File: src/rtl/ioc_pkg.sv
package ioc_pkg;
  localparam int unsigned NREG      = 4;
  localparam int unsigned OFF_CTRL  = 0;
  localparam int unsigned OFF_COUNT = 1;
  localparam int unsigned OFF_STAT  = 2;
  localparam int unsigned OFF_DATA  = 3;

  typedef enum logic [1:0] {
    CMD_CLEAR = 2'd0,
    CMD_IN    = 2'd1,
    CMD_OUT   = 2'd2,
    CMD_CHECK = 2'd3
  } cmd_e;

  typedef enum logic [1:0] {
    DIR_NONE = 2'd0,
    DIR_IN   = 2'd1,
    DIR_OUT  = 2'd2
  } dir_e;

  localparam int unsigned ST_READY = 0;
  localparam int unsigned ST_DONE  = 1;
  localparam int unsigned ST_ERR   = 2;
  localparam int unsigned ST_OVR   = 3;
  localparam int unsigned ST_UNR   = 4;
  localparam int unsigned ST_BUSY  = 5;
  localparam int unsigned ST_IRQ   = 7;
endpackage

File: src/rtl/ioc_addr_dec.sv
module ioc_addr_dec
  import ioc_pkg::*;
#(
  parameter int unsigned   AW        = 16,
  parameter int unsigned   PORT_AW   = 8,
  parameter logic [AW-1:0] PORT_BASE = 16'h0040,
  parameter logic [AW-1:0] MEM_BASE  = 16'hC000
) (
  input  logic            clk,
  input  logic            rst,
  input  logic            map_mem,
  input  logic [AW-1:0]   bus_addr,
  input  logic            io_rd,
  input  logic            io_wr,
  input  logic            mem_rd,
  input  logic            mem_wr,
  output logic [NREG-1:0] rd_sel,
  output logic [NREG-1:0] wr_sel
);
  localparam int unsigned OFF_W = $clog2(NREG);

  logic             port_hit, mem_hit, hit, rd_q, wr_q;
  logic [OFF_W-1:0] off;

  assign port_hit = (bus_addr[PORT_AW-1:OFF_W] == PORT_BASE[PORT_AW-1:OFF_W]);
  assign mem_hit  = (bus_addr[AW-1:OFF_W] == MEM_BASE[AW-1:OFF_W]);
  assign hit      = map_mem ? mem_hit : port_hit;
  assign rd_q     = map_mem ? mem_rd : io_rd;
  assign wr_q     = map_mem ? mem_wr : io_wr;
  assign off      = bus_addr[OFF_W-1:0];

  for (genvar g = 0; g < NREG; g++) begin : g_sel
    assign rd_sel[g] = hit && rd_q && (off == OFF_W'(g));
    assign wr_sel[g] = hit && wr_q && (off == OFF_W'(g));
  end

  p_sel_onehot_r1: assert property (@(posedge clk) disable iff (rst)
    $onehot0(rd_sel) && $onehot0(wr_sel));

  p_port_ignores_mem_r2: assert property (@(posedge clk) disable iff (rst)
    (!map_mem && !io_rd && !io_wr) |-> (rd_sel == '0 && wr_sel == '0));

  p_mem_ignores_port_r2: assert property (@(posedge clk) disable iff (rst)
    (map_mem && !mem_rd && !mem_wr) |-> (rd_sel == '0 && wr_sel == '0));
endmodule

File: src/rtl/ioc_fifo.sv
module ioc_fifo #(
  parameter int unsigned W     = 8,
  parameter int unsigned DEPTH = 8,
  localparam int unsigned LW   = $clog2(DEPTH + 1)
) (
  input  logic          clk,
  input  logic          rst,
  input  logic          flush,
  input  logic          push,
  input  logic [W-1:0]  din,
  input  logic          pop,
  output logic [W-1:0]  dout,
  output logic          full,
  output logic          empty,
  output logic [LW-1:0] level
);
  localparam int unsigned PW = (DEPTH > 1) ? $clog2(DEPTH) : 1;

  logic [W-1:0]  mem [DEPTH];
  logic [PW-1:0] wp, rp;
  logic          do_push, do_pop;

  function automatic logic [PW-1:0] step(input logic [PW-1:0] p);
    return (p == PW'(DEPTH - 1)) ? '0 : p + PW'(1);
  endfunction

  assign full    = (level == LW'(DEPTH));
  assign empty   = (level == '0);
  assign do_push = push && !full;
  assign do_pop  = pop && !empty;
  assign dout    = mem[rp];

  always_ff @(posedge clk) begin
    if (do_push) mem[wp] <= din;
  end

  always_ff @(posedge clk) begin
    if (rst || flush) begin
      wp    <= '0;
      rp    <= '0;
      level <= '0;
    end else begin
      if (do_push) wp <= step(wp);
      if (do_pop)  rp <= step(rp);
      case ({do_push, do_pop})
        2'b10:   level <= level + LW'(1);
        2'b01:   level <= level - LW'(1);
        default: level <= level;
      endcase
    end
  end

  p_level_bound_r5: assert property (@(posedge clk) disable iff (rst)
    level <= LW'(DEPTH));

  p_no_overflow_r5: assert property (@(posedge clk) disable iff (rst)
    (full && push && !pop && !flush) |=> full);

  p_no_underflow_r6: assert property (@(posedge clk) disable iff (rst)
    (empty && pop && !push) |=> empty);
endmodule

File: src/rtl/ioc_xfer_ctrl.sv
module ioc_xfer_ctrl
  import ioc_pkg::*;
#(
  parameter int unsigned DW      = 8,
  parameter int unsigned DEPTH   = 8,
  parameter int unsigned BREQ_AT = 4,
  localparam int unsigned LW     = $clog2(DEPTH + 1)
) (
  input  logic          clk,
  input  logic          rst,
  input  logic          ctrl_wr,
  input  logic          count_wr,
  input  logic          data_wr,
  input  logic          stat_rd,
  input  logic          data_rd,
  input  logic [DW-1:0] wdata,
  input  logic          dev_online,
  input  logic          dev_in_valid,
  input  logic          dev_out_ready,
  input  logic          fifo_full,
  input  logic          fifo_empty,
  input  logic [LW-1:0] fifo_level,
  output logic          fifo_push,
  output logic          fifo_pop,
  output logic          fifo_flush,
  output logic          push_from_dev,
  output logic          data_rd_ok,
  output logic [DW-1:0] ctrl_q,
  output logic [DW-1:0] cnt_q,
  output logic [DW-1:0] status,
  output logic          dev_in_ready,
  output logic          dev_out_valid,
  output logic          breq,
  output logic          irq
);
  dir_e          dir_q;
  logic [DW-1:0] req_q;
  logic          busy_q, done_q, err_q, ovr_q, unr_q, irq_q;
  logic          dir_in, dir_out, start, reject, finish, dec, moved;
  logic          dev_push, cpu_push, cpu_pop, dev_pop, ovr_ev, unr_ev;
  cmd_e          cmd;

  always_comb begin
    dir_in   = (dir_q == DIR_IN);
    dir_out  = (dir_q == DIR_OUT);
    cmd      = cmd_e'(wdata[1:0]);
    start    = ctrl_wr && !busy_q;
    reject   = ctrl_wr && busy_q;
    dev_push = dev_in_valid && busy_q && dir_in && !fifo_full;
    cpu_push = data_wr && dir_out && !fifo_full;
    ovr_ev   = (dev_in_valid && busy_q && dir_in && fifo_full) ||
               (data_wr && dir_out && fifo_full);
    cpu_pop  = data_rd && dir_in && !fifo_empty;
    dev_pop  = dev_out_ready && dir_out && !fifo_empty;
    unr_ev   = data_rd && dir_in && fifo_empty;
    moved    = dir_in ? dev_push : dev_pop;
    dec      = busy_q && (cnt_q != '0) && moved;
    finish   = busy_q && (cnt_q == '0);
  end

  assign fifo_push     = dev_push || cpu_push;
  assign fifo_pop      = cpu_pop || dev_pop;
  assign fifo_flush    = start;
  assign push_from_dev = dir_in;
  assign data_rd_ok    = dir_in && !fifo_empty;
  assign dev_in_ready  = busy_q && dir_in && !fifo_full;
  assign dev_out_valid = dir_out && !fifo_empty;
  assign breq          = dir_in && ((fifo_level >= LW'(BREQ_AT)) ||
                                    ((cnt_q == '0) && !fifo_empty));
  assign irq           = irq_q;

  always_comb begin
    status           = '0;
    status[ST_READY] = dev_online;
    status[ST_DONE]  = done_q;
    status[ST_ERR]   = err_q;
    status[ST_OVR]   = ovr_q;
    status[ST_UNR]   = unr_q;
    status[ST_BUSY]  = busy_q;
    status[ST_IRQ]   = irq_q;
  end

  always_ff @(posedge clk) begin
    if (rst) begin
      dir_q  <= DIR_NONE;
      req_q  <= '0;
      cnt_q  <= '0;
      ctrl_q <= '0;
      busy_q <= 1'b0;
      done_q <= 1'b0;
      err_q  <= 1'b0;
      ovr_q  <= 1'b0;
      unr_q  <= 1'b0;
      irq_q  <= 1'b0;
    end else begin
      if (count_wr) req_q <= wdata;
      if (start) begin
        ctrl_q <= wdata;
        unique case (cmd)
          CMD_IN: begin
            busy_q <= 1'b1; dir_q <= DIR_IN;  cnt_q <= req_q; done_q <= 1'b0;
          end
          CMD_OUT: begin
            busy_q <= 1'b1; dir_q <= DIR_OUT; cnt_q <= req_q; done_q <= 1'b0;
          end
          CMD_CHECK: begin
            busy_q <= 1'b0; dir_q <= DIR_NONE; cnt_q <= '0; done_q <= 1'b1;
          end
          default: begin
            busy_q <= 1'b0; dir_q <= DIR_NONE; cnt_q <= '0; done_q <= 1'b0;
          end
        endcase
      end else begin
        if (dec) cnt_q <= cnt_q - DW'(1);
        if (finish) begin
          busy_q <= 1'b0;
          done_q <= 1'b1;
        end
      end
      err_q <= (err_q && !stat_rd) || reject || ovr_ev || unr_ev;
      ovr_q <= (ovr_q && !stat_rd) || ovr_ev;
      unr_q <= (unr_q && !stat_rd) || unr_ev;
      irq_q <= (irq_q && !stat_rd) || finish || ovr_ev || unr_ev ||
               (start && cmd == CMD_CHECK);
    end
  end

  p_cnt_step_r4: assert property (@(posedge clk) disable iff (rst)
    (busy_q && cnt_q != '0 && moved) |=> (cnt_q == $past(cnt_q) - DW'(1)));

  p_done_at_zero_r4: assert property (@(posedge clk) disable iff (rst)
    (busy_q && cnt_q == '0) |=> (done_q && !busy_q));

  p_irq_with_done_r4: assert property (@(posedge clk) disable iff (rst)
    $rose(done_q) |-> irq_q);

  p_busy_reject_r9: assert property (@(posedge clk) disable iff (rst)
    (busy_q && ctrl_wr) |=> (err_q && $stable(ctrl_q)));

  p_ovr_sticky_r5: assert property (@(posedge clk) disable iff (rst)
    (ovr_q && !stat_rd) |=> ovr_q);

  p_stat_clear_r8: assert property (@(posedge clk) disable iff (rst)
    (stat_rd && !dev_in_valid) |=> (!ovr_q && !unr_q));
endmodule

File: src/rtl/ioc_regif.sv
module ioc_regif
  import ioc_pkg::*;
#(
  parameter int unsigned   AW        = 16,
  parameter int unsigned   DW        = 8,
  parameter int unsigned   PORT_AW   = 8,
  parameter int unsigned   DEPTH     = 8,
  parameter int unsigned   BREQ_AT   = 4,
  parameter logic [AW-1:0] PORT_BASE = 16'h0040,
  parameter logic [AW-1:0] MEM_BASE  = 16'hC000
) (
  input  logic          clk,
  input  logic          rst,
  input  logic          map_mem,
  input  logic [AW-1:0] bus_addr,
  input  logic [DW-1:0] bus_wdata,
  output logic [DW-1:0] bus_rdata,
  input  logic          io_rd,
  input  logic          io_wr,
  input  logic          mem_rd,
  input  logic          mem_wr,
  input  logic          dev_online,
  input  logic          dev_in_valid,
  input  logic [DW-1:0] dev_in_data,
  output logic          dev_in_ready,
  output logic          dev_out_valid,
  output logic [DW-1:0] dev_out_data,
  input  logic          dev_out_ready,
  output logic [3:0]    dev_sel,
  output logic [1:0]    dev_mode,
  output logic          breq,
  output logic          irq
);
  localparam int unsigned LW = $clog2(DEPTH + 1);

  logic [NREG-1:0] rd_sel, wr_sel;
  logic [DW-1:0]   ctrl_q, cnt_q, status, fifo_dout, fifo_din;
  logic [LW-1:0]   fifo_level;
  logic            fifo_full, fifo_empty, fifo_push, fifo_pop, fifo_flush;
  logic            push_from_dev, data_rd_ok;

  ioc_addr_dec #(
    .AW(AW), .PORT_AW(PORT_AW), .PORT_BASE(PORT_BASE), .MEM_BASE(MEM_BASE)
  ) u_dec (
    .clk(clk), .rst(rst), .map_mem(map_mem), .bus_addr(bus_addr),
    .io_rd(io_rd), .io_wr(io_wr), .mem_rd(mem_rd), .mem_wr(mem_wr),
    .rd_sel(rd_sel), .wr_sel(wr_sel)
  );

  assign fifo_din = push_from_dev ? dev_in_data : bus_wdata;

  ioc_fifo #(.W(DW), .DEPTH(DEPTH)) u_fifo (
    .clk(clk), .rst(rst), .flush(fifo_flush), .push(fifo_push),
    .din(fifo_din), .pop(fifo_pop), .dout(fifo_dout),
    .full(fifo_full), .empty(fifo_empty), .level(fifo_level)
  );

  ioc_xfer_ctrl #(.DW(DW), .DEPTH(DEPTH), .BREQ_AT(BREQ_AT)) u_xfer (
    .clk(clk), .rst(rst),
    .ctrl_wr(wr_sel[OFF_CTRL]), .count_wr(wr_sel[OFF_COUNT]),
    .data_wr(wr_sel[OFF_DATA]), .stat_rd(rd_sel[OFF_STAT]),
    .data_rd(rd_sel[OFF_DATA]), .wdata(bus_wdata),
    .dev_online(dev_online), .dev_in_valid(dev_in_valid),
    .dev_out_ready(dev_out_ready), .fifo_full(fifo_full),
    .fifo_empty(fifo_empty), .fifo_level(fifo_level),
    .fifo_push(fifo_push), .fifo_pop(fifo_pop), .fifo_flush(fifo_flush),
    .push_from_dev(push_from_dev), .data_rd_ok(data_rd_ok),
    .ctrl_q(ctrl_q), .cnt_q(cnt_q), .status(status),
    .dev_in_ready(dev_in_ready), .dev_out_valid(dev_out_valid),
    .breq(breq), .irq(irq)
  );

  always_comb begin
    bus_rdata = '0;
    unique case (1'b1)
      rd_sel[OFF_CTRL]:  bus_rdata = ctrl_q;
      rd_sel[OFF_COUNT]: bus_rdata = cnt_q;
      rd_sel[OFF_STAT]:  bus_rdata = status;
      rd_sel[OFF_DATA]:  bus_rdata = data_rd_ok ? fifo_dout : '0;
      default:           bus_rdata = '0;
    endcase
  end

  assign dev_out_data = fifo_dout;
  assign dev_mode     = ctrl_q[3:2];
  assign dev_sel      = ctrl_q[7:4];

  p_irq_reset_r11: assert property (@(posedge clk) rst |=> (!irq && !breq));
endmodule

File: config.mk
export PLATFORM = sky130hd
export DESIGN_NAME = ioc_regif
export DESIGN_NICKNAME = d
export VERILOG_FILES = /design/src/rtl/ioc_pkg.sv /design/src/rtl/ioc_addr_dec.sv /design/src/rtl/ioc_fifo.sv /design/src/rtl/ioc_xfer_ctrl.sv /design/src/rtl/ioc_regif.sv
export SDC_FILE = /design/constraint.sdc
export NUM_CORES = 1
export LEC_CHECK = 0
export BUFFER_PORTS_ARGS = -buffer_cell sky130_fd_sc_hd__clkbuf_2
export CAP_MARGIN = 20
export CORE_UTILIZATION = 62
export CTS_CLUSTER_DIAMETER = 80
export DETAILED_ROUTE_END_ITERATION = 10
export GPL_TIMING_DRIVEN = 0
export PLACE_DENSITY = 0.85
export SLEW_MARGIN = 20
export SYNTH_ARGS = -nofsm -noshare
export SYNTH_HDL_FRONTEND = slang
export SYNTH_SLANG_ARGS = --single-unit
export TNS_END_PERCENT = 100
File: constraint.sdc
create_clock -name clk -period 7 [get_ports clk]
set_clock_uncertainty 0.2 [all_clocks]
set_input_delay 2.1 -clock clk [delete_from_list [all_inputs] [get_ports clk]]
set_output_delay 2.1 -clock clk [all_outputs]
set_load 0.02 [all_outputs]
# Yosys cells after proc, flatten, opt, wreduce, memory -nomap -nowiden
# Memory sizes are Yosys's and may differ from the RTL's. A register that Yosys moved wholly into a read port is not among the register bits.
# Cells that the tools add are included.
# Widths: inputs -> output; s select.
[classes]
magnitude_cmp = 1
n_eq_ne = 15
mux = 24
n_addsub = 5
n_reduce_logical = 65
[op_table]
columns = ["operator", "count"]
rows = [
  ["$mux 8", 5],
  ["$logic_and 1x1->1", 39],
  ["$pmux 8 s4", 1],
  ["$eq 14x14->1 const B", 1],
  ["$logic_or 1x1->1", 14],
  ["$eq 2x2->1 const B", 6],
  ["$mux 1", 12],
  ["$mux 3", 4],
  ["$eq 2x1->1 const B", 4],
  ["$logic_not 8->1", 1],
  ["$pmux 4 s2", 1],
  ["$reduce_bool 8->1", 1],
  ["$sub 8x1->8 const B", 1],
  ["$add 3x1->3 const B", 2],
  ["$eq 3x3->1 const B", 2],
  ["$eq 6x5->1 const B", 1],
  ["$reduce_bool 2->1", 3],
  ["$add 4x1->4 const B", 1],
  ["$eq 4x4->1 const B", 1],
  ["$ge 4x3->1 const B", 1],
  ["$logic_not 1->1", 4],
  ["$logic_not 4->1", 1],
  ["$pmux 2 s2", 1],
  ["$sub 4x1->4 const B", 1],
  ["2 further kinds", 2],
]
[word_totals]
out_inout_bits = 26
in_bits = 42
wordCells = 124
regBits = 42
ram_bits = 64
mem_count = 1
[mem_list]
columns = ["name", "depth", "word_bits", "read_ports", "rd_clocked_by_memory_dff", "wr", "line", "rtl"]
rows = [
  ["u_fifo.mem", 8, 8, 1, 1, 1, "ioc_fifo.sv:19", "logic [W-1:0] mem [DEPTH];"],
]

# Logic depth before layout (Yosys ltp)
# Gate-level depths: netlist of the first run.
[logic_depth]
word_depth = 10
ltp_mapped = 14
depth_no_buf = 12

# Modules after synthesis
# A second synthesis of the first run with hierarchy kept.
[unflattened]
hier_cells = 424
area_unflattened_um2 = 5137.4
[by_module_without_submodules]
columns = ["mod", "cells_per_inst", "area_per_inst_um2", "instances"]
rows = [
  ["ioc_fifo", 173, 3104.2, 1],
  ["ioc_xfer_ctrl", 188, 1574.0, 1],
  ["ioc_regif", 37, 267.8, 1],
  ["ioc_addr_dec", 26, 191.4, 1],
]

# Worst setup path after synthesis of the first run
# OpenSTA, ideal clock, no wires.
[synth_path]
kind = "in2out"
start = "input port bus_addr[11]"
end = "output port bus_rdata[7]"
required_time_ns = 4.700
cell_stages = 5
slack_ns = 0.807
arrival_ns = 3.893
path_cell_list = "or4_4 o31a_1 buf_6 nor4_2 o2bb2ai_1"
[synth_via]
elab_chain_cells = 5
word_cells_on_any_way = 8
classes_between = "eq/ne (1); mux (2); reduce/logical (5)"
[synth_rtl]
columns = ["element", "line", "rtl"]
rows = [
  ["start: declaration", "ioc_regif.sv:15", "input logic [AW-1:0] bus_addr,"],
  ["$eq 14x14->1 *", "ioc_addr_dec.sv:26", "assign mem_hit = (bus_addr[AW-1:OFF_W] == MEM_BASE[AW-1:OFF_W]);"],
  ["$mux 1 *", "ioc_addr_dec.sv:27", "assign hit = map_mem ? mem_hit : port_hit;"],
  ["$logic_and 1x1->1 *", "ioc_addr_dec.sv:33", "assign rd_sel[g] = hit && rd_q && (off == OFF_W'(g));"],
  ["$logic_and 1x1->1", "ioc_addr_dec.sv:33", ""],
  ["$pmux 8 s4 *", "ioc_regif.sv:75", "unique case (1'b1)"],
  ["end: declaration", "ioc_regif.sv:17", "output logic [DW-1:0] bus_rdata,"],
]
# Mark *: on every way between the ends. The rest lies on a longest branch, timed or not.

# Worst setup path in the final report of the first run
[layout_path]
start = "input port bus_addr[11]"
end = "output port bus_rdata[3]"
# The elaborated chain is that of the path after synthesis.

==> results of run 1 <==
## registers in the layout, summed over array words and instances (netlist names), 2 cells and up, named ones only
register       flops
u_fifo.rp          3
u_xfer.cnt_q       8
u_fifo.mem        64
u_xfer.req_q       8
u_xfer.ctrl_q      8
u_fifo.wp          3
u_xfer.dir_q       2
u_fifo.level       4
## worst max-delay path by stage
stage                    to  depth (start not counted)          from  slack (ns)
3_3_place_gp   bus_rdata[1]                          7  bus_addr[11]        0.35
6_report       bus_rdata[3]                          7  bus_addr[11]        0.26
4_1_cts        bus_rdata[3]                          7  bus_addr[11]        0.29
3_5_place_dp   bus_rdata[3]                          7  bus_addr[11]        0.30
5_1_grt        bus_rdata[3]                          7  bus_addr[11]        0.19
2_1_floorplan  bus_rdata[7]                          5  bus_addr[11]        0.81
## worst max-delay path: cells and delay by family
| family | cells | cell delay (ns) |
|---|---|---|
| AOI/OAI and AO/OA | 2 | 0.55 |
| and+or+nand+nor | 2 | 1.32 |
| buffers and inverters | 3 | 0.46 |
## cell usage after synthesis, types with 2 or more instances
cell type / n
or4b_2: 2
inv_1: 7
a21o_1: 3
mux4_2: 16
nor4bb_1: 2
o31a_1: 3
nor4_1: 7
nand4_1: 6
mux2i_1: 18
buf_6: 2
nand3b_1: 2
o21a_1: 2
or4_4: 2
nor2b_1: 2
or4_1: 3
xor2_1: 3
ha_1: 12
a32oi_1: 3
nand2_1: 32
nor3_1: 11
nand4b_1: 3
a21oi_2: 2
and2_1: 3
xnor2_1: 2
or2_2: 7
clkbuf_1: 18
o21ai_0: 9
a21oi_1: 31
nand3_1: 9
o31ai_1: 4
nor2_1: 29
nor3b_1: 2
buf_4: 6
or3_1: 4
dfxtp_1: 45
mux2_2: 15
buf_1: 4
edfxtp_1: 64
o211ai_1: 2
buf_2: 4
o2bb2ai_1: 7
a211o_1: 2
nor4b_1: 2
nand2b_1: 5
## routing by layer
metal | global-route usage | wire length, um | vias to the layer above
li1 | - | - | 1807
met1 | 0.4349 | 5375 | 1957
met2 | 0.4665 | 5842 | 239
met3 | 0.04288 | 1162 | 23
met4 | 0.1064 | 255 | 0
met5 | 0 | 0 | -
## final cells by class
| cell class | instances | area (um^2) |
|---|---|---|
| inverter | 7 | 26.28 |
| timing repair buffer | 69 | 352.8 |
| sequential | 109 | 2823 |
| tap | 105 | 131.4 |
| clock inverter | 7 | 90.09 |
| buffer | 34 | 170.2 |
| clock buffer | 9 | 123.9 |
| multi-input combinational | 286 | 2277 |
| fill | 569 | 2222 |
## per-stage QoR
step                hold slack, ns  instance area [um^2]  power, uW    util  worst slack [ns]
floorplan                   0.2312                  5248      712.9       -            0.8069
global placement            0.2375                  5709      733.6  0.6948            0.3549
detailed placement          0.2447                  5781      734.7  0.7035            0.3030
CTS                         0.2600                  5995       1121  0.7296            0.2943
global route                0.2857                  5995       1147  0.7296            0.1881
finish                      0.2585                  5995       1118  0.7296            0.2596
## power by group through the flow
stage               Sequential (uW)  Combinational, uW  Clock, uW
detailed placement              692               43.0          0
floorplan                       692               21.4          0
CTS                             677               43.3        401
finish                          677               44.1        397
global route                    677               47.3        423
global placement                692               42.0          0
## logic make-up after synthesis
kind of cell,after synthesis,share of synthesized area
fa+ha+maj,12,0.02861
mux,49,0.1352
simple gates,139,0.1457
xor+xnor,5,0.008347
flops,109,0.5379
compound gates,81,0.1068
buf+inv,41,0.03743
==> summary.md, run 1 <==
| Metric | Value |
|---|---|
| Status | completed |
| Final setup fails | 0 |
| CTS Hold Buffers Added | 0 |
| Worst Hold Depth | 2 |
| Comb power frac | 0.039 |
| DIE WIDTH | 94 um |
| H-Tree Depth | 3 |
| Post-synth cell types | between 60 and 70 |
| Fmax | about 0.15 GHz |
| Unrepaired setup endpoints after global routing | false |
| Ys flop type | edfxtp_1 |
| YS warnings | 0 |
| Layout area overhead | 14.23% |
| Inserted Diodes | 0 |
| Post-synth EDFFs | 64 |
| DR pass1 iterations | 5 |
| Total number of vias | 4026 |
| WL per Instance | 20.19 um |
| Final critical-path required period | about 6.7 ns |
| Core Area | 0.008217 mm^2 |
| Count of buffers from port buffering | 66 |
| Worst EP arrival | 4.44 ns |
| Switching Power | 274.4 uW |
| DRC viols | 0 |
| Cells after Synth | around 440 |
| Pins Over Slew Limit | 0 |
| Share of cells above drive strength 1 | 0.2975 |
| Die Ht | 94 um |
| Number of top-level pins | slightly below 70 |
| R2r setup slk | 3.65 ns |
| Critical Path RT | 4.70 ns |
| CTS Sinks | between 100 and 150 |
| Finished Layout Cells | ~630 |
| CTS tree | done |
| Initial antenna violation count | 0 |
| Synth area leader | edfxtp_1 |
| Syn Nets | 490 |
| Resize count post-CTS | 0 |
| Post-CTS setup buffer count | 0 |
| Placed Cells | 610 |
| Row cnt | 33 |
| Initial Util | 0.6386 |
| Cell Chain, Critical Path | clkbuf_2 > or4_4 > o31a_1 > buf_6 > nor4_2 > o2bb2ai_1 > clkbuf_2 |
| Max-cap check violation count | 0 |
| Clk Latency, worst-skew pair | 0.38 ns |
| CP startpoint kind | primary input |
| Tcrit/Tclk final | 0.9629 |
| Remaining global-route overflow | 0 |
| CP peak stage delay | around 0.8 ns |
| Clk network pwr share | 0.355 |
| Sw Ratio | 0.2455 |
| Register share of total power | 0.606 |
| Leakage power | 0.002162 uW |
| Final wirelength | 12640 um |
| Relative slew slack | 0.3398 |
| Fin Setup TNS | 0 ns |
| Crit path max-delay cell type | nor4_2 |
| Seq/Total Area, Yosys | 0.5379 |
| Fin nets | 570 |
| Clock Path Buffers | 2 |
| Vias in the first global route | 3714 |
| Maximum vdd drop | 144.4 uV |
| Ys async rst share | 0 |
| Post-route ant nets | 0 |
| CTS root buffer | clkbuf_8 |
| CP Capture Type | primary output |
| Commonest non-fill, non-tap cells in the layout | 66 x clkbuf_2, 64 x edfxtp_1, 45 x dfxtp_1 |
| Pint | 843.3 uW |
| Total CTS buffers | 9 |
| Min-delay src | u_xfer.ctrl_q[0] |
| CP Class | in -> out |
| Reg2reg end | u_fifo.level[3] |
| CP most frequent cell | clkbuf_2 |
| Seq cells post-synth | 109 |
| Power Dens Cells | 186.5 mW/mm^2 |
| R2R cell count | 12 |
| Hold WC Path Type | reg -> reg |
| Synth top area cells | edfxtp_1 37%, dfxtp_1 17%, mux4_2 6.9% |
| Mapped Area | 0.005248 mm^2 |
| Yosys top cell area share | 0.3662 |
| Via density | 6.431 |
| Die area | 0.008836 mm^2 |
| First-pass GRT wire length | 19480 um |
| Crit Path Max Fanout | 10 |
| Hold Path End | u_xfer.ctrl_q[0] |
| Hpwl dp | 9175 um |
| Slew @ Worst Pin | 0.9799 ns |
| Routability cong. | 0.9202 |
| Total GRT Usage | 0.3010 |
| Clock transition at path regs | 0.11 ns |
| Final hold violations | 0 |
| Largest net degree at the start of global routing | 24 |
| Syn avg cell area | ~12 um^2 |
| First DRT Iteration DRCs | ~360 |
| Worst r2r src | u_xfer.dir_q[0] |
| Most common cell after layout, fill and taps aside | clkbuf_2 |
Power figures use the tool's default switching activity.
==> inputs of run 2 (changes only) <==
- CORE_MARGIN: not set -> 4
==> summary.md, run 2 (same netlist as run 1, synthesis figures left out) <==
| Metric | Value |
|---|---|
| Slew @ Worst Pin | slightly above 0.9 ns |
| First DRT Iteration DRCs | 361 |
| Clock transition at path regs | 0.11 ns |
| Commonest non-fill, non-tap cells in the layout | 66 x clkbuf_2, 64 x edfxtp_1, 45 x dfxtp_1 |
| Critical Path RT | ~4.7 ns |
| Hpwl dp | 9733 um |
| Layout area overhead | 14.19% |
| Share of cells above drive strength 1 | 0.2956 |
| Global-route met1 utilization | 0.3894 |
| DP Area | 0.005781 mm^2 |
| CP startpoint kind | primary input |
| CP Capture Type | primary output |
| Total CTS buffers | 9 |
| Fin nets | between 500 and 600 |
| Total number of vias | 3998 |
| Clk Latency, worst-skew pair | roughly 0.38 ns |
| DRC viols | 0 |
| CP most frequent cell | clkbuf_2 |
| Fmax | 0.1473 GHz |
| First-pass GRT wire length | 21090 um |
| CP Class | in -> out |
| Cell Chain, Critical Path | clkbuf_2 > or4_4 > o31a_1 > buf_6 > nor4_2 > o2bb2ai_1 > clkbuf_2 |
| Worst EP arrival | 4.49 ns |
| CTS Sinks | 109 |
| Number of top-level pins | 68 |
| Pins Over Slew Limit | 0 |
| Final wirelength | 13240 um |
| Most common cell after layout, fill and taps aside | clkbuf_2 |
| Fin area | 0.005992 mm^2 |
| FILL cells | a little under 600 |
| Hold WC Path Type | reg -> reg |
| Crit path max-delay cell type | nor4_2 |
| Post-route ant nets | 0 |
| Count of buffers from port buffering | 66 |
| Via density | 6.387 |
| DR pass1 iterations | 5 |
| Post-CTS setup buffer count | 0 |
| CTS tree | done |
| Met3 GRT Util | 0.05768 |
| Vias in the first global route | 3993 |
| Final setup fails | 0 |
| Initial Util | 0.6386 |
| Max-cap check violation count | 0 |
| CTS Hold Buffers Added | 0 |
| H-Tree Depth | 3 |
| Maximum vdd drop | 192.1 uV |
| Power Dens Cells | 188.1 mW/mm^2 |
| Leakage power | between 0.002 and 0.0025 uW |
| Die area | 0.01000 mm^2 |
| WL per Instance | 21.14 um |
| Row cnt | 33 |
| Tcrit/Tclk final | 0.9698 |
| Largest net degree at the start of global routing | 21 |
| Multi-input logic area | 0.002277 mm^2 |
| Status | completed |
| Die Ht | 100 um |
| Grt peak-use layer | met2 |
| Relative slew slack | 0.3721 |
| Max reg flops | between 60 and 70 |
| Fin Setup TNS | 0 ns |
| Total GRT Usage | 0.2748 |
| Core Area | 0.008217 mm^2 |
| Remaining global-route overflow | 0 |
| Initial antenna violation count | 0 |
| Routability cong. | 0.9291 |
| Final critical-path required period | about 6.8 ns |
| Overall Power | 1127 uW |
| CP peak stage delay | a little over 0.8 ns |
| Met2 GRT Util | 0.4305 |
| Resize count post-CTS | 0 |
| Unrepaired setup endpoints after global routing | false |
| CTS root buffer | clkbuf_8 |
| Clock Path Buffers | 2 |
| DIE WIDTH | 100 um |
| Inserted Diodes | 0 |
| Biggest register | u_fifo.mem |
| Crit Path Max Fanout | 10 |
| Final hold violations | 0 |
| Storage cell area | 0.002823 mm^2 |
run 2: per-stage QoR:
| step | hold WS [ns] | utilization | cells | setup WS [ns] |
|---|---|---|---|---|
| after CTS | 0.2602 | 0.7293 | 626 | 0.2581 |
| after detailed placement | 0.2448 | 0.7035 | 610 | 0.2661 |
| final | 0.2591 | 0.7293 | 626 | 0.2114 |
| after global placement | 0.2372 | 0.6948 | 607 | 0.3354 |
| after floorplan | 0.2312 | - | 436 | 0.8069 |
| after global routing | 0.2920 | 0.7293 | 626 | 0.1219 |
run 2: worst max-delay path, delay by kind of cell:
kind / cells / cell delay, ns
simple gates: 2 / 1.36
compound gates: 2 / 0.57
buf+inv: 3 / 0.47
run 2: metal layers:
| layer | part of all wire | vias to the layer above |
|---|---|---|
| met5 | 0 | - |
| met4 | 0.016 | 0 |
| met3 | 0.095 | 22 |
| met2 | 0.46 | 219 |
| met1 | 0.43 | 1949 |
| li1 | - | 1808 |
run 2: report_power, final:
part	switching [uW]	internal, uW	total, uW
Combinational	27.4	17.0	44.4
Sequential	0.222	677	677
Clock	232	173	406
Total	260	867	1130
run 2: layout make-up:
cell class,instances,area share
Buffer,34,0.02840
Clock buffer,9,0.02067
Clock inverter,7,0.01462
Inverter,7,0.004385
Multi-Input combinational cell,286,0.3800
Sequential cell,109,0.4711
Tap cell,105,0.02193
Timing Repair Buffer,69,0.05888
run 2: final timing paths:
check	startpoint	endpoint	slack (ns)	cells after the start
hold / removal	u_xfer.ctrl_q[1]	u_xfer.ctrl_q[1]	0.26	2
setup / recovery	bus_addr[11]	bus_rdata[3]	0.21	7
hold reg to reg	u_xfer.ctrl_q[1]	u_xfer.ctrl_q[1]	0.26	2
setup reg to reg	u_xfer.dir_q[0]	u_fifo.level[3]	3.61	12
==> inputs of run 3 (changes only) <==
- CTS_CLUSTER_DIAMETER: 80 -> 30
- REMOVE_ABC_BUFFERS: not set -> 1
==> summary.md, run 3 (same netlist as run 1, synthesis figures left out) <==
| Metric | Value |
|---|---|
| Status | completed |
| Clock Path Buffers | 2 |
| Pint | 833.8 uW |
| Switching Power | 268.0 uW |
| Core Area | approximately 0.0082 mm^2 |
| Layout area overhead | 11.11% |
| Hold WC Path Type | reg -> reg |
| Initial Util | 0.6386 |
| Max-cap check violation count | 0 |
| Total number of vias | 3948 |
| WL per Instance | 20.99 um |
| CTS root buffer | clkbuf_8 |
| Initial antenna violation count | 0 |
| Commonest non-fill, non-tap cells in the layout | 67 x clkbuf_2, 64 x edfxtp_1, 44 x dfxtp_1 |
| Pins Over Slew Limit | 0 |
| DIE WIDTH | 100 um |
| Top Family by Delay on Critical Path | simple AND/OR/NAND/NOR gates |
| Crit Path Max Fanout | 11 |
| Max reg flops | 64 |
| Count of buffers from port buffering | between 60 and 70 |
| CP most frequent cell | clkbuf_2 |
| Clk Latency, worst-skew pair | 0.38 ns |
| Number of top-level pins | 68 |
| Total GRT Usage | 0.2554 |
| Clk network pwr share | 0.347 |
| Largest net degree at the start of global routing | 29 |
| CP Class | in -> out |
| Most common cell after layout, fill and taps aside | clkbuf_2 |
| Vias in the first global route | 3702 |
| CTS tree | done |
| Post-CTS setup buffer count | 0 |
| Crit path max-delay cell type | nor4_2 |
| Worst EP arrival | 4.49 ns |
| Unrepaired setup endpoints after global routing | false |
| Fmax | approximately 0.15 GHz |
| Clock transition at path regs | ~0.11 ns |
| Relative slew slack | 0.3665 |
| Comb power frac | 0.039 |
| Maximum vdd drop | between 150 and 200 uV |
| DRC viols | 0 |
| Sw Ratio | 0.2433 |
| Row cnt | 33 |
| Worst path buffer plus inverter count | 2 |
| Total CTS buffers | 9 |
| First-pass GRT wire length | 19540 um |
| Biggest register | u_fifo.mem |
| Die Ht | 100 um |
| CP startpoint kind | primary input |
| Post-route ant nets | 0 |
| Fin Setup TNS | 0 ns |
| Tcrit/Tclk final | 0.9694 |
| First DRT Iteration DRCs | 382 |
| Final hold violations | 0 |
| CTS Sinks | 109 |
| Die area | 0.01000 mm^2 |
| Post-place setup slack | 0.2591 ns |
| Resize count post-CTS | 0 |
| Register share of total power | 0.615 |
| Fin nets | around 540 |
| CP peak stage delay | 0.82 ns |
| Final wirelength | about 12000 um |
| Cell Chain, Critical Path | clkbuf_2 > or4_4 > o31a_1 > nor4_2 > o2bb2ai_1 > clkbuf_2 |
| Routability cong. | 0.8899 |
| Worst setup margin | approximately 0.21 ns |
| Power Dens Cells | 189.0 mW/mm^2 |
| FILL cells | between 500 and 600 |
| Hpwl dp | ~8800 um |
| CP Capture Type | primary output |
| Via density | 6.635 |
| Remaining global-route overflow | 0 |
| Final setup fails | 0 |
| H-Tree Depth | 3 |
| Critical Path RT | 4.70 ns |
| CTS Hold Buffers Added | 0 |
| DR pass1 iterations | 5 |
| Leakage power | 0.002082 uW |
| Share of cells above drive strength 1 | 0.3020 |
| Slew @ Worst Pin | 0.9402 ns |
| Inserted Diodes | 0 |
| Final critical-path required period | between 6 and 7 ns |
run 3: layout make-up:
class	count	area (um^2)	area share
well taps	105	131.4	0.02253
flip-flops and latches	109	2824	0.4843
clock inverters	7	77.57	0.01330
clock buffers	9	123.9	0.02124
inverters	7	26.28	0.004506
repair buffers	72	367.9	0.06309
multi-input cells	286	2280	0.3910
run 3: layer usage:
metal / part of all wire / GRT usage / up-vias
li1: - / - / 1746
met1: 0.43 / 0.3713 / 1955
met2: 0.47 / 0.3971 / 220
met3: 0.084 / 0.04170 / 27
met4: 0.020 / 0.08290 / 0
met5: 0 / 0 / -
run 3: path summary, 6_finish.rpt:
kind                        start              end  slack (ns)  cells after the start
setup / recovery     bus_addr[11]     bus_rdata[7]        0.21                      6
setup reg to reg  u_xfer.dir_q[0]  u_fifo.level[3]        3.49                     10
hold reg to reg      u_xfer.unr_q     u_xfer.unr_q        0.26                      2
hold / removal       u_xfer.unr_q     u_xfer.unr_q        0.26                      2
run 3: power by group through the flow:
stage	Sequential [uW]	Clock [uW]	Combinational (uW)
global route	677	411	46.4
finish	677	382	42.7
floorplan	692	0	16.5
CTS	677	382	41.9
global placement	692	0	40.0
detailed placement	692	0	41.4
run 3: worst min-delay path: stages (launching register included):
cell	delay, ns
dfxtp_1	0.33
nand2_1	0.05
a21oi_1	0.05
run 3: stage by stage:
stage	area (um^2)	util	hold slack, ns	total power, uW	cells
final	5831	0.7096	0.2625	1102	595
after floorplan	5077	-	0.2251	708.1	402
after detailed placement	5620	0.6840	0.2488	733.1	578
after global placement	5544	0.6747	0.2412	731.7	574
after global routing	5831	0.7096	0.2859	1135	595
after CTS	5822	0.7085	0.2638	1101	594
